`src/rtl/fa_pkg.sv`:
```
package fa_pkg;

    // What a list-head word asks the engine to do
    typedef enum logic [1:0] {
        K_POP   = 2'd0,
        K_EMPTY = 2'd1,
        K_REDIR = 2'd2
    } head_kind_e;

    typedef enum logic [3:0] {
        S_IDLE,
        S_A_RDHEAD,
        S_A_WTHEAD,
        S_A_RDLINK,
        S_A_WTLINK,
        S_A_WRHEAD,
        S_F_RDSZ,
        S_F_WTSZ,
        S_F_RDHEAD,
        S_F_WTHEAD,
        S_F_WRFRM,
        S_F_WRHEAD,
        S_FINISH
    } eng_state_e;

    typedef struct packed {
        logic fail;
        logic hop_fail;
    } outcome_t;

    function automatic head_kind_e classify_tag(input logic [1:0] tag);
        case (tag)
            2'b00:   return K_POP;
            2'b01:   return K_EMPTY;
            default: return K_REDIR;
        endcase
    endfunction

endpackage

```
`src/rtl/fa_tag_decode.sv`:
```
module fa_tag_decode
    import fa_pkg::*;
#(
    parameter int SIW = 4
) (
    input  logic [SIW+1:0]   head_word,
    output head_kind_e       kind,
    output logic [SIW-1:0]   redirect_fsi
);
    always_comb begin
        kind         = classify_tag(head_word[1:0]);
        redirect_fsi = head_word[SIW+1:2];
    end
endmodule

```
`src/rtl/fa_rd_timer.sv`:
```
module fa_rd_timer #(
    parameter int RD_LAT = 2
) (
    input  logic clk,
    input  logic rst,
    input  logic load,
    output logic ready
);
    localparam int CW = $clog2(RD_LAT + 1);

    logic [CW-1:0] cnt_q;

    always_ff @(posedge clk) begin
        if (rst)               cnt_q <= '0;
        else if (load)         cnt_q <= CW'(RD_LAT - 1);
        else if (cnt_q != '0)  cnt_q <= cnt_q - 1'b1;
    end

    assign ready = (cnt_q == '0);

    // A new read may only start once the previous one has delivered its data
    assert_no_overlap_R12: assert property (@(posedge clk) disable iff (rst)
        load |-> ready);
endmodule

```
`src/rtl/fa_hop_limit.sv`:
```
module fa_hop_limit #(
    parameter int MAX_HOPS = 3
) (
    input  logic clk,
    input  logic rst,
    input  logic clear,
    input  logic step,
    output logic at_limit
);
    localparam int HW = (MAX_HOPS < 1) ? 1 : $clog2(MAX_HOPS + 1);

    logic [HW-1:0] hops_q;

    always_ff @(posedge clk) begin
        if (rst)         hops_q <= '0;
        else if (clear)  hops_q <= '0;
        else if (step)   hops_q <= hops_q + 1'b1;
    end

    assign at_limit = (hops_q == HW'(MAX_HOPS));

    assert_hop_cap_R7: assert property (@(posedge clk) disable iff (rst)
        step |-> !at_limit);

    assert_hop_bound_R7: assert property (@(posedge clk) disable iff (rst)
        hops_q <= HW'(MAX_HOPS));
endmodule

```
`src/rtl/frame_alloc_engine.sv`:
```
module frame_alloc_engine
    import fa_pkg::*;
#(
    parameter int AW       = 16,
    parameter int SIW      = 4,
    parameter int VEC_BASE = 64,
    parameter int RD_LAT   = 2,
    parameter int MAX_HOPS = 3
) (
    input  logic           clk,
    input  logic           rst,
    input  logic           alloc_req,
    input  logic [SIW-1:0] alloc_fsi,
    input  logic           free_req,
    input  logic [AW-1:0]  free_addr,
    output logic           busy,
    output logic           done,
    output logic           fail,
    output logic           hop_fail,
    output logic [AW-1:0]  fail_param,
    output logic [AW-1:0]  frame_addr,
    output logic           mem_rd,
    output logic           mem_wr,
    output logic [AW-1:0]  mem_addr,
    output logic [AW-1:0]  mem_wdata,
    input  logic [AW-1:0]  mem_rdata
);
    localparam logic [AW-1:0] BASE_W = AW'(VEC_BASE);
    localparam int            PADW   = AW - SIW - 1;

    eng_state_e     state_q;
    logic [SIW-1:0] cur_fsi_q, orig_fsi_q;
    logic [AW-1:0]  entry_addr_q, frame_q, link_q;
    outcome_t       res_q;

    logic [AW-1:0]  head_addr;
    head_kind_e     kind;
    logic [SIW-1:0] redirect_fsi;
    logic           rd_ready, at_limit, hop_clear, hop_step;

    assign head_addr = BASE_W + AW'(cur_fsi_q);

    fa_tag_decode #(.SIW(SIW)) u_dec (
        .head_word    (mem_rdata[SIW+1:0]),
        .kind         (kind),
        .redirect_fsi (redirect_fsi)
    );

    fa_rd_timer #(.RD_LAT(RD_LAT)) u_tmr (
        .clk   (clk),
        .rst   (rst),
        .load  (mem_rd),
        .ready (rd_ready)
    );

    assign hop_clear = (state_q == S_IDLE) && alloc_req;
    assign hop_step  = (state_q == S_A_WTHEAD) && rd_ready
                       && (kind == K_REDIR) && !at_limit;

    fa_hop_limit #(.MAX_HOPS(MAX_HOPS)) u_hops (
        .clk      (clk),
        .rst      (rst),
        .clear    (hop_clear),
        .step     (hop_step),
        .at_limit (at_limit)
    );

    // Memory port drive, decoded from the sequencer state
    always_comb begin
        mem_rd    = 1'b0;
        mem_wr    = 1'b0;
        mem_addr  = '0;
        mem_wdata = '0;
        case (state_q)
            S_A_RDHEAD, S_F_RDHEAD: begin
                mem_rd   = 1'b1;
                mem_addr = head_addr;
            end
            S_A_RDLINK: begin
                mem_rd   = 1'b1;
                mem_addr = frame_q;
            end
            S_A_WRHEAD: begin
                mem_wr    = 1'b1;
                mem_addr  = entry_addr_q;
                mem_wdata = link_q;
            end
            S_F_RDSZ: begin
                mem_rd   = 1'b1;
                mem_addr = frame_q - 1'b1;
            end
            S_F_WRFRM: begin
                mem_wr    = 1'b1;
                mem_addr  = frame_q;
                mem_wdata = link_q;
            end
            S_F_WRHEAD: begin
                mem_wr    = 1'b1;
                mem_addr  = entry_addr_q;
                mem_wdata = frame_q;
            end
            default: ;
        endcase
    end

    always_ff @(posedge clk) begin
        if (rst) begin
            state_q      <= S_IDLE;
            cur_fsi_q    <= '0;
            orig_fsi_q   <= '0;
            entry_addr_q <= '0;
            frame_q      <= '0;
            link_q       <= '0;
            res_q        <= '{fail: 1'b0, hop_fail: 1'b0};
        end else begin
            case (state_q)
                S_IDLE: begin
                    if (alloc_req) begin
                        cur_fsi_q  <= alloc_fsi;
                        orig_fsi_q <= alloc_fsi;
                        state_q    <= S_A_RDHEAD;
                    end else if (free_req) begin
                        frame_q <= free_addr;
                        state_q <= S_F_RDSZ;
                    end
                end
                S_A_RDHEAD: begin
                    entry_addr_q <= head_addr;
                    state_q      <= S_A_WTHEAD;
                end
                S_A_WTHEAD: begin
                    if (rd_ready) begin
                        case (kind)
                            K_POP: begin
                                frame_q <= mem_rdata;
                                res_q   <= '{fail: 1'b0, hop_fail: 1'b0};
                                state_q <= S_A_RDLINK;
                            end
                            K_EMPTY: begin
                                res_q   <= '{fail: 1'b1, hop_fail: 1'b0};
                                state_q <= S_FINISH;
                            end
                            default: begin
                                if (at_limit) begin
                                    res_q   <= '{fail: 1'b1, hop_fail: 1'b1};
                                    state_q <= S_FINISH;
                                end else begin
                                    cur_fsi_q <= redirect_fsi;
                                    state_q   <= S_A_RDHEAD;
                                end
                            end
                        endcase
                    end
                end
                S_A_RDLINK: state_q <= S_A_WTLINK;
                S_A_WTLINK: begin
                    if (rd_ready) begin
                        link_q  <= mem_rdata;
                        state_q <= S_A_WRHEAD;
                    end
                end
                S_A_WRHEAD: state_q <= S_FINISH;
                S_F_RDSZ:   state_q <= S_F_WTSZ;
                S_F_WTSZ: begin
                    if (rd_ready) begin
                        cur_fsi_q <= mem_rdata[SIW-1:0];
                        state_q   <= S_F_RDHEAD;
                    end
                end
                S_F_RDHEAD: begin
                    entry_addr_q <= head_addr;
                    state_q      <= S_F_WTHEAD;
                end
                S_F_WTHEAD: begin
                    if (rd_ready) begin
                        link_q  <= mem_rdata;
                        state_q <= S_F_WRFRM;
                    end
                end
                S_F_WRFRM: state_q <= S_F_WRHEAD;
                S_F_WRHEAD: begin
                    res_q   <= '{fail: 1'b0, hop_fail: 1'b0};
                    state_q <= S_FINISH;
                end
                S_FINISH:  state_q <= S_IDLE;
                default:   state_q <= S_IDLE;
            endcase
        end
    end

    assign busy       = (state_q != S_IDLE);
    assign done       = (state_q == S_FINISH);
    assign fail       = res_q.fail;
    assign hop_fail   = res_q.hop_fail;
    assign frame_addr = frame_q;
    assign fail_param = {{PADW{1'b0}}, orig_fsi_q, 1'b0};

    assert_reset_idle_R1: assert property (@(posedge clk) disable iff (rst)
        $past(rst) |-> (!busy && !mem_rd && !mem_wr));

    assert_done_pulse_R12: assert property (@(posedge clk) disable iff (rst)
        done |=> !done);

    assert_read_spacing_R12: assert property (@(posedge clk) disable iff (rst)
        mem_rd |=> !mem_rd);

    assert_single_port_R12: assert property (@(posedge clk) disable iff (rst)
        $onehot0({mem_rd, mem_wr}));

    assert_start_on_req_R11: assert property (@(posedge clk) disable iff (rst)
        $rose(busy) |-> $past(alloc_req || free_req));
endmodule

```
`config.mk`:
```
export PLATFORM = sky130hd
export DESIGN_NAME = frame_alloc_engine
export DESIGN_NICKNAME = d
export VERILOG_FILES = /design/src/rtl/fa_pkg.sv /design/src/rtl/fa_tag_decode.sv /design/src/rtl/fa_rd_timer.sv /design/src/rtl/fa_hop_limit.sv /design/src/rtl/frame_alloc_engine.sv
export SDC_FILE = /design/constraint.sdc
export NUM_CORES = 1
export LEC_CHECK = 0
export BUFFER_PORTS_ARGS = -buffer_cell sky130_fd_sc_hd__buf_2
export CORE_UTILIZATION = 56
export DETAILED_ROUTE_END_ITERATION = 6
export PLACE_DENSITY_LB_ADDON = 0.15
export SLEW_MARGIN = 5
export SYNTH_ARGS = -nofsm -noshare
export SYNTH_HDL_FRONTEND = slang
export SYNTH_SLANG_ARGS = --single-unit
```
`constraint.sdc`:
```
create_clock -name clk -period 4.05 [get_ports clk]
set_clock_uncertainty 0.15 [all_clocks]
set_input_delay 0.2025 -clock clk [delete_from_list [all_inputs] [get_ports clk]]
set_output_delay 0.2025 -clock clk [all_outputs]
set_load 0.005 [all_outputs]
```
==> out/qor.yml, run 1 <==
syn_inst: 461
slew_headroom: 0.319
rows: 28
drtAntennaViolNets: 0
worst_pin_slew_ns: 1.02
synth_common_cells: "58 x nand2_1, 55 x dfxtp_1, 39 x a21oi_1, 39 x nor2_1, 21 x a311oi_1"
critical_path_class: "reg -> out"
clock_sinks: 55
hold_violations: 0
grt_use_met3: 0.0440
drive_gt1_frac: 0.247
grtUsageMet2: 0.504
worstSetupStartpointType: "flop"
p_clk_frac: 0.125
async_flop_share: 0
synth_top_cells_by_area: "dfxtp_1 30%, nand2_1 6.0%, a21oi_1 5.4%"
cts_inserted_buffers: 5
gr-total-overflow: 0
p_seq_frac: 0.368
p_switching_uw: 1170
p_sw_frac: 0.462
internal-power_uw: 1360
post-route-drc-count: 0
gp_congestion: 0.926
crit_arrival_ns: 2.74
synthesis.area_um2: 3610
portBuffers: 97
ctsHoldBuffers: 12
fin_crit_ns: 3.09
cts_root_buffer: "clkbuf_8"
post_drt_wl_per_cell_um: 17.4
max_freq_mhz: 323
p_per_area_nw_per_um2: 599
synthMostInstantiatedCell: "nand2_1"
crit_fanout: 20
vias: 3897
synth_flop_cell: "dfxtp_1"
rsz0062_at_grt: "false"
top_usage_layer: "met2"
routed_wl_um: 10800
ios: 110
yosys_warnings: 0
grt_usage: 0.323
drtPass1Iterations: 5
maxCapViolCount: 0
diodes: 0
hold_path_class: "in -> reg"
use_met1: 0.466
cts_buffer_depth: 2
dieArea_um2: 6780
place_hpwl_um: 7600
ys_ff_latch: 55
via_per_inst: 6.28
synth_enable_flop_cells: 0
cts_resized: 0
grt_start_max_net_pins: 57
finalSetupTns_ns: 0
core_region_area_um2: 6060
run_status: "finished clean"
worst_skew_pair.late_latency_ns: 0.31
fin_crit_sh: 0.763
die_height_um: 82.3
die_x_um: 82.3
drt_iter0_drc: 296
nets: 588
end_kind: "primary output"
p_comb_frac: 0.507
cts_setup_buffers: 0
clk_pin_slew_worst_paths_ns: 0.10
dpl_cell_area_um2: 4010
synth.distinct_cells: 62
synth_top_area_cell: "dfxtp_1"
cts_tree: "yes"
postLayoutCellArea_um2: 4220
grt_pass1_wl_um: 16700
start_util: 0.596
area.growth.synth_to_final_pct: 16.9
grt_pass1_vias: 3367
synth_area_per_cell_um2: 7.84
antenna_found_initial: 0
synth_top_area_frac: 0.305
setup_viol: 0
irDropWorstVdd_uv: 296
crit_required_ns: 3.70
drv_slew: 0
seq_area_frac_synth: 0.305
p_leak_uw: 0.00189
cts.htree.levels: 2
## kinds of logic (layout without fill, tap and decap cells)
family	after synthesis	after routing	synth area share
and+or+nand+nor	159	159	0.228
AOI/OAI and AO/OA	148	148	0.287
buffers and inverters	69	143	0.0983
DFF	55	55	0.305
muxes	20	20	0.0557
xor gates and xnor gates	6	6	0.0145
adders and majority gates	3	3	0.0104
other	1	12	0.00104
## worst paths after layout
| path | endpoint | depth (start not counted) | slack [ns] | start |
|---|---|---|---|---|
| max | mem_addr[0] | 6 | 0.96 | state_q[0]$_SDFFE_PP0P_ |
| min | frame_addr[13]$_SDFFE_PP0P_ | 3 | 0.002 | free_addr[13] |
| max reg2reg | frame_addr[11]$_SDFFE_PP0P_ | 5 | 1.13 | state_q[1]$_SDFFE_PP0P_ |
| min reg2reg | entry_addr_q[0]$_SDFFE_PP0N_ | 2 | 0.31 | entry_addr_q[0]$_SDFFE_PP0N_ |
## layer usage
metal | share of wire | vias up
li1 | - | 1834
met1 | 0.43 | 1814
met2 | 0.46 | 235
met3 | 0.098 | 14
met4 | 0.012 | 0
met5 | 0 | -
## through the flow
stage,cells,worst slack (ns),hold WS (ns),utilization,power (uW)
global route,621,0.744,0.00200,0.697,2710
finish,621,0.958,0.00195,0.697,2530
global placement,601,1.33,0.293,0.662,2150
CTS,621,1.01,0.00224,0.697,2510
detailed placement,601,1.24,0.300,0.662,2180
floorplan,472,1.84,0.196,-,1840
## worst max-delay path, cell delays in order (launching register included)
cell	delay, ns
dfxtp_1	0.80
buf_4	0.35
xnor2_1	0.13
nor2_1	0.65
a222oi_1	0.24
o21ai_0	0.11
buf_2	0.15
## final cells by class
| cell class | count | area [um2] |
|---|---|---|
| multi-input cells | 348 | 2200 |
| fillers | 506 | 1840 |
| flip-flops and latches | 55 | 1100 |
| repair buffers | 118 | 673 |
| well taps | 75 | 93.8 |
| clock buffers | 5 | 68.8 |
| inverters | 17 | 63.8 |
| clock inverters | 3 | 25.0 |
## power groups by stage
stage	logic, uW	clock network [uW]	registers [uW]
final	1280	316	931
after global placement	1230	0	918
after global routing	1420	341	951
after detailed placement	1250	0	927
after floorplan	1030	0	805
after CTS	1270	320	917
## flip-flops by register name, indices dropped and copies added (netlist names)
signal and flops:
u_tmr.cnt_q 2, orig_fsi_q 4, frame_addr 16, u_hops.hops_q 2, entry_addr_q 5, hop_fail 1
link_q 16, fail 1, cur_fsi_q 4, state_q 4
## layout by cell type, fill, tap and decap left out, types with 3 or more instances in the layout
cell type / netlist / routed
o31ai_1: 3 / 3
or3_1: 5 / 5
and2_1: 3 / 3
a31oi_1: 5 / 5
a211oi_1: 4 / 4
o21ai_0: 19 / 19
ha_1: 3 / 3
a22oi_1: 8 / 8
o22ai_1: 6 / 6
nor2b_1: 4 / 4
dlygate4sd3_1: 0 / 12
clkbuf_8: 0 / 5
nor2_1: 39 / 39
a32o_1: 4 / 4
dfxtp_1: 55 / 55
buf_4: 15 / 9
conb_1: 1 / 12
a22o_1: 16 / 16
mux2i_1: 19 / 19
buf_2: 14 / 97
nand2b_1: 7 / 7
a21oi_1: 39 / 39
o21a_1: 3 / 3
a311oi_1: 21 / 21
nand4_1: 3 / 3
nor3_1: 9 / 9
inv_1: 17 / 17
nand3_1: 4 / 4
xnor2_1: 6 / 6
or2_2: 6 / 6
o2111ai_1: 3 / 3
nand2_1: 58 / 58
a21o_1: 3 / 3
(Power assumes the default switching activity.)
==> run 2: changes to the inputs <==
--- a/config.mk
+++ b/config.mk
@@ -6,7 +6,7 @@
 export NUM_CORES = 1
 export LEC_CHECK = 0
 export BUFFER_PORTS_ARGS = -buffer_cell sky130_fd_sc_hd__buf_2
-export CORE_UTILIZATION = 56
+export CORE_UTILIZATION = 52
 export DETAILED_ROUTE_END_ITERATION = 6
 export PLACE_DENSITY_LB_ADDON = 0.15
 export SLEW_MARGIN = 5
==> constraint.sdc (replaced) <==
create_clock -name clk -period 2.95 [get_ports clk]
set_clock_uncertainty 0.15 [all_clocks]
set_input_delay 0.1475 -clock clk [delete_from_list [all_inputs] [get_ports clk]]
set_output_delay 0.1475 -clock clk [all_outputs]
set_load 0.005 [all_outputs]
==> out/qor.yml, run 2 (same netlist as run 1, synthesis figures left out) <==
run_status: "finished clean"
drt_iter0_drc: 372  # +26%
fin_crit_ns: 2.70
drv_slew: 0  # unchanged
core_region_area_um2: 6760  # +11%
cts_buffer_depth: 2  # unchanged
crit_arrival_ns: 2.77  # +0.03 ns
maxCapViolCount: 0  # unchanged
clk_pin_slew_worst_paths_ns: 0.11  # about the same
utilization: 0.673  # -0.0236
nets: 622  # +5.8%
fill_cells: 604  # +19%
via_per_inst: 6.07  # -3.2%
routed_wl_um: 11500  # +6.0%
grt_start_max_net_pins: 35  # -39%
cts_setup_buffers: 0  # unchanged
portBuffers: 97  # unchanged
hold_violations: 0  # unchanged
area.growth.synth_to_final_pct: 25.9
drtPass1Iterations: 5  # unchanged
place_hpwl_um: 7820  # +3.0%
crit_required_ns: 3.01  # -0.69 ns
rsz0062_at_grt: "false"
p_per_area_nw_per_um2: 795  # +33%
drtAntennaViolNets: 0  # unchanged
post_drt_wl_per_cell_um: 17.3  # -0.25%
hold_path_class: "in -> reg"
dieArea_um2: 7290  # +7.5%
rows: 30  # +7.1%
setup_viol: 0  # unchanged
crit_fanout: 14  # -30%
fin_crit_sh: 0.916
worst_skew_pair.late_latency_ns: 0.32  # about the same
gr-total-overflow: 0  # unchanged
layout_commonest_cell: "buf_2"
cts_inserted_buffers: 5  # unchanged
die_x_um: 85.4  # +3.7%
cts_root_buffer: "clkbuf_8"
slew_headroom: 0.501  # +0.182
grt_usage: 0.319  # -0.00321
irDropWorstVdd_uv: 419  # +42%
grt_pass1_wl_um: 18500  # +11%
cts.htree.levels: 2  # unchanged
ios: 110  # unchanged
drive_gt1_frac: 0.252  # +0.00447
start_util: 0.535  # -0.0614
worstSetupStartpointType: "flop"
post-route-drc-count: 0  # unchanged
layout_common_cells: "97 x buf_2, 58 x nand2_1, 55 x dfxtp_1"
clock_sinks: 55  # unchanged
max_freq_mhz: 370
gp_congestion: 0.911  # -1.5%
end_kind: "flop"
p_leak_uw: 0.00206  # +8.7%
die_height_um: 85.4  # +3.7%
critical_path_class: "reg -> reg"
antenna_found_initial: 0  # unchanged
cts_tree: "yes"
finalSetupTns_ns: 0  # unchanged
grt_pass1_vias: 3637  # +8.0%
vias: 4009  # +2.9%
diodes: 0  # unchanged
worst_pin_slew_ns: 0.740  # -0.281 ns
run 2: final cells by class:
cell class,instances,area [um2],area share
multi-input cells,348,2200,0.483
repair buffers,152,988,0.217
flip-flops and latches,55,1100,0.242
well taps,80,100,0.0220
inverters,17,63.8,0.0140
clock inverters,3,27.5,0.00605
clock buffers,5,68.8,0.0151
run 2: path summary, 6_finish.rpt:
check,from,end,slack (ns),cells after the start
worst min register to register,entry_addr_q[0]$_SDFFE_PP0N_,entry_addr_q[0]$_SDFFE_PP0N_,0.32,2
worst max-delay path,state_q[3]$_SDFFE_PP0P_,frame_addr[5]$_SDFFE_PP0P_,0.25,6
worst max register to register,state_q[3]$_SDFFE_PP0P_,frame_addr[5]$_SDFFE_PP0P_,0.25,6
worst min-delay path,mem_rdata[1],frame_addr[1]$_SDFFE_PP0P_,0.02,3
run 2: through the flow:
stage	area [um2]	worst slack, ns	total power, uW	instances	hold WS, ns
CTS	4550	0.191	3580	660	0.00528
finish	4550	0.247	3610	660	0.0220
detailed placement	4090	0.673	3070	616	0.253
global route	4550	0.0722	3880	660	0.0288
floorplan	3650	0.794	2520	472	0.141
global placement	4090	0.675	3020	616	0.249
run 2: worst max-delay path, cell delays in order, from the launching register on:
cell and delay (ns):
dfxtp_1 0.48, buf_4 0.26, or4b_1 0.73, buf_4 0.26, nand2_1 0.07, a311oi_1 0.07
dlygate4sd3_1 0.58
run 2: per-layer routing:
layer,share of wire,GRT usage,vias up
li1,-,-,1893
met1,0.44,0.454,1897
met2,0.46,0.505,196
met3,0.080,0.0428,23
met4,0.020,0.0955,0
met5,0,0,-
run 2: what timing repair did:
| action | CTS | global route |
|---|---|---|
| resized for setup | 0 | 1 |
| endpoints found under the hold margin | 32 | 0 |
| setup endpoints to repair | 0 | 3 |
| hold buffers | 36 | 0 |
run 2: power by group:
part / internal (uW) / total, uW / leakage (uW) / switching, uW
logic: 857 / 1930 / 0.00156 / 1080
clock network: 177 / 454 / 0.0000467 / 277
registers: 940 / 1230 / 0.000449 / 286
total: 1970 / 3610 / 0.00206 / 1640
==> run 3: changes to the inputs <==
--- a/config.mk
+++ b/config.mk
@@ -6,7 +6,7 @@
 export NUM_CORES = 1
 export LEC_CHECK = 0
 export BUFFER_PORTS_ARGS = -buffer_cell sky130_fd_sc_hd__buf_2
-export CORE_UTILIZATION = 52
+export CORE_UTILIZATION = 47
 export DETAILED_ROUTE_END_ITERATION = 6
 export PLACE_DENSITY_LB_ADDON = 0.15
 export SLEW_MARGIN = 5
==> constraint.sdc (replaced) <==
create_clock -name clk -period 2.4 [get_ports clk]
set_clock_uncertainty 0.15 [all_clocks]
set_input_delay 0.12 -clock clk [delete_from_list [all_inputs] [get_ports clk]]
set_output_delay 0.12 -clock clk [all_outputs]
set_load 0.005 [all_outputs]
==> out/qor.yml, run 3 (same netlist as run 1, synthesis figures left out) <==
run_status: "complete, but fails checks"
violations: "setup timing"
utilization: 0.658  # -0.0154
drtAntennaViolNets: 0  # unchanged
route.met2.wl_um: 5630  # +7.4%
max_stage_delay_ns: 0.55  # -0.18 ns
post_drt_wl_per_cell_um: 17.2  # -0.89%
gr-total-overflow: 0  # unchanged
dpl_cell_area_um2: 4290  # +4.8%
highest-signal-layer: "met4"
max_freq_mhz: 403
power_uw: 4860  # +35%
layout_commonest_cell: "buf_2"
cpMaxStageDelayCell: "or4_4"
grt_start_max_net_pins: 31  # -11%
fin_ws_ns: -0.0790  # -0.326 ns
rows: 31  # +3.3%
nets: 646  # +3.9%
gp_congestion: 0.890  # -2.3%
drt_iter0_drc: 426  # +15%
ios: 110  # unchanged
drv_slew: 0  # unchanged
diodes: 0  # unchanged
postLayoutCellArea_um2: 4820  # +6.0%
cts_buffer_depth: 2  # unchanged
crit_arrival_ns: 2.21  # -0.56 ns
dp_cells: 658  # +6.8%
path_common_cell: "or4_4"
grt_pass1_wl_um: 18300  # -1.5%
cts_tree: "yes"
dieArea_um2: 8040  # +10%
maxCapViolCount: 0  # unchanged
p_leak_uw: 0.00219  # +6.3%
antenna_found_initial: 0  # unchanged
setup_viol: 1  # +1
hold_path_class: "in -> reg"
worst_pin_slew_ns: 0.598  # -0.142 ns
grt_usage: 0.301  # -0.0187
worst_skew_pair.late_latency_ns: 0.31  # about the same
cts_inserted_buffers: 5  # unchanged
core_region_area_um2: 7330  # +8.5%
p_per_area_nw_per_um2: 1010  # +27%
critical_path_buf_inv_count: 1  # -2
grt_pass1_vias: 3600  # -1.0%
area.growth.synth_to_final_pct: 33.5
worstSetupStartpointType: "flop"
fin_crit_sh: 1.03
drtPass1Iterations: 5  # unchanged
critical_path_class: "reg -> out"
portBuffers: 97  # unchanged
fin_cells: 703  # +6.5%
slew_headroom: 0.601  # +0.100
rsz0062_at_grt: "true"
end_kind: "primary output"
cts_root_buffer: "clkbuf_8"
layout_common_cells: "97 x buf_2, 58 x nand2_1, 48 x dfxtp_1"
start_util: 0.493  # -0.0419
drive_gt1_frac: 0.305  # +0.0529
die_height_um: 89.7  # +5.1%
vias: 4107  # +2.4%
crit_fanout: 4  # -10
clock_sinks: 55  # unchanged
crit_chain: "or4_4 > or4_4 > or3_1 > o21ai_1 > buf_2"
fin_crit_ns: 2.48
irDropWorstVdd_uv: 424  # +1.1%
post-place-ws_ns: 0.208  # -0.465 ns
fill_cells: 664  # +9.9%
cts.htree.levels: 2  # unchanged
post-route-drc-count: 0  # unchanged
place_hpwl_um: 8510  # +8.7%
die_x_um: 89.7  # +5.1%
drt-met1-wl_um: 5440  # +7.4%
clk_pin_slew_worst_paths_ns: 0.10  # about the same
crit_required_ns: 2.13  # -0.88 ns
via_per_inst: 5.84  # -3.8%
crit_family: "simple AND/OR/NAND/NOR gates"
wl_met3_um: 932  # +1.5%
hold_violations: 0  # unchanged
routed_wl_um: 12100  # +5.6%
run 3: cell types whose count changed in the layout (fill, tap and decap cells not counted), moves of 3 or more:
cell,before,now
dfxtp_2,0,5
dlygate4sd3_1,36,33
buf_4,19,45
dfxtp_1,55,48
run 3: area by class of cell:
type | instances | area (um2) | share of cell area
Multi-Input combinational cell | 348 | 2240 | 0.465
Sequential cell | 55 | 1110 | 0.231
Clock buffer | 5 | 68.8 | 0.0143
Clock inverter | 3 | 46.3 | 0.00960
Timing Repair Buffer | 176 | 1160 | 0.242
Tap cell | 99 | 124 | 0.0257
Inverter | 17 | 63.8 | 0.0132
run 3: power by group:
part	internal (uW)	switching, uW
Sequential	1170	249
Combinational	1260	1540
Clock	315	332
Total	2740	2120
run 3: worst paths after layout:
check / startpoint / end / slack (ns) / cells past startpoint
worst min-delay path: alloc_fsi[3] / cur_fsi_q[3]$_SDFFE_PP0P_ / 0.12 / 3
worst max-delay path: frame_addr[6]$_SDFFE_PP0P_ / mem_addr[11] / -0.08 / 5
worst max register to register: state_q[2]$_SDFFE_PP0P_ / frame_addr[2]$_SDFFE_PP0P_ / 0.21 / 7
worst min register to register: entry_addr_q[0]$_SDFFE_PP0N_ / entry_addr_q[0]$_SDFFE_PP0N_ / 0.31 / 2
run 3: repair_timing:
item	CTS	global route
resized for setup	12	7
hold endpoints to repair	32	0
setup buffers	2	2
pin swaps	2	2
endpoints found under the setup margin	14	28
hold buffers	33	0
run 3: worst min-delay path, cell delays in order:
cell and delay (ns):
buf_2 0.13, a22oi_1 0.18, a311oi_1 0.11
run 3: through the flow:
step / setup TNS, ns / hold WS (ns)
after global routing: -0.443 / 0.124
after detailed placement: 0 / 0.238
after CTS: -0.0603 / 0.106
final: -0.0790 / 0.118
after global placement: 0 / 0.228
after floorplan: 0 / 0.114
run 3: metal layers:
metal / vias up / GRT usage
met5: - / 0
met4: 0 / 0.0707
met3: 7 / 0.0411
met2: 200 / 0.485
met1: 1945 / 0.425
li1: 1955 / -
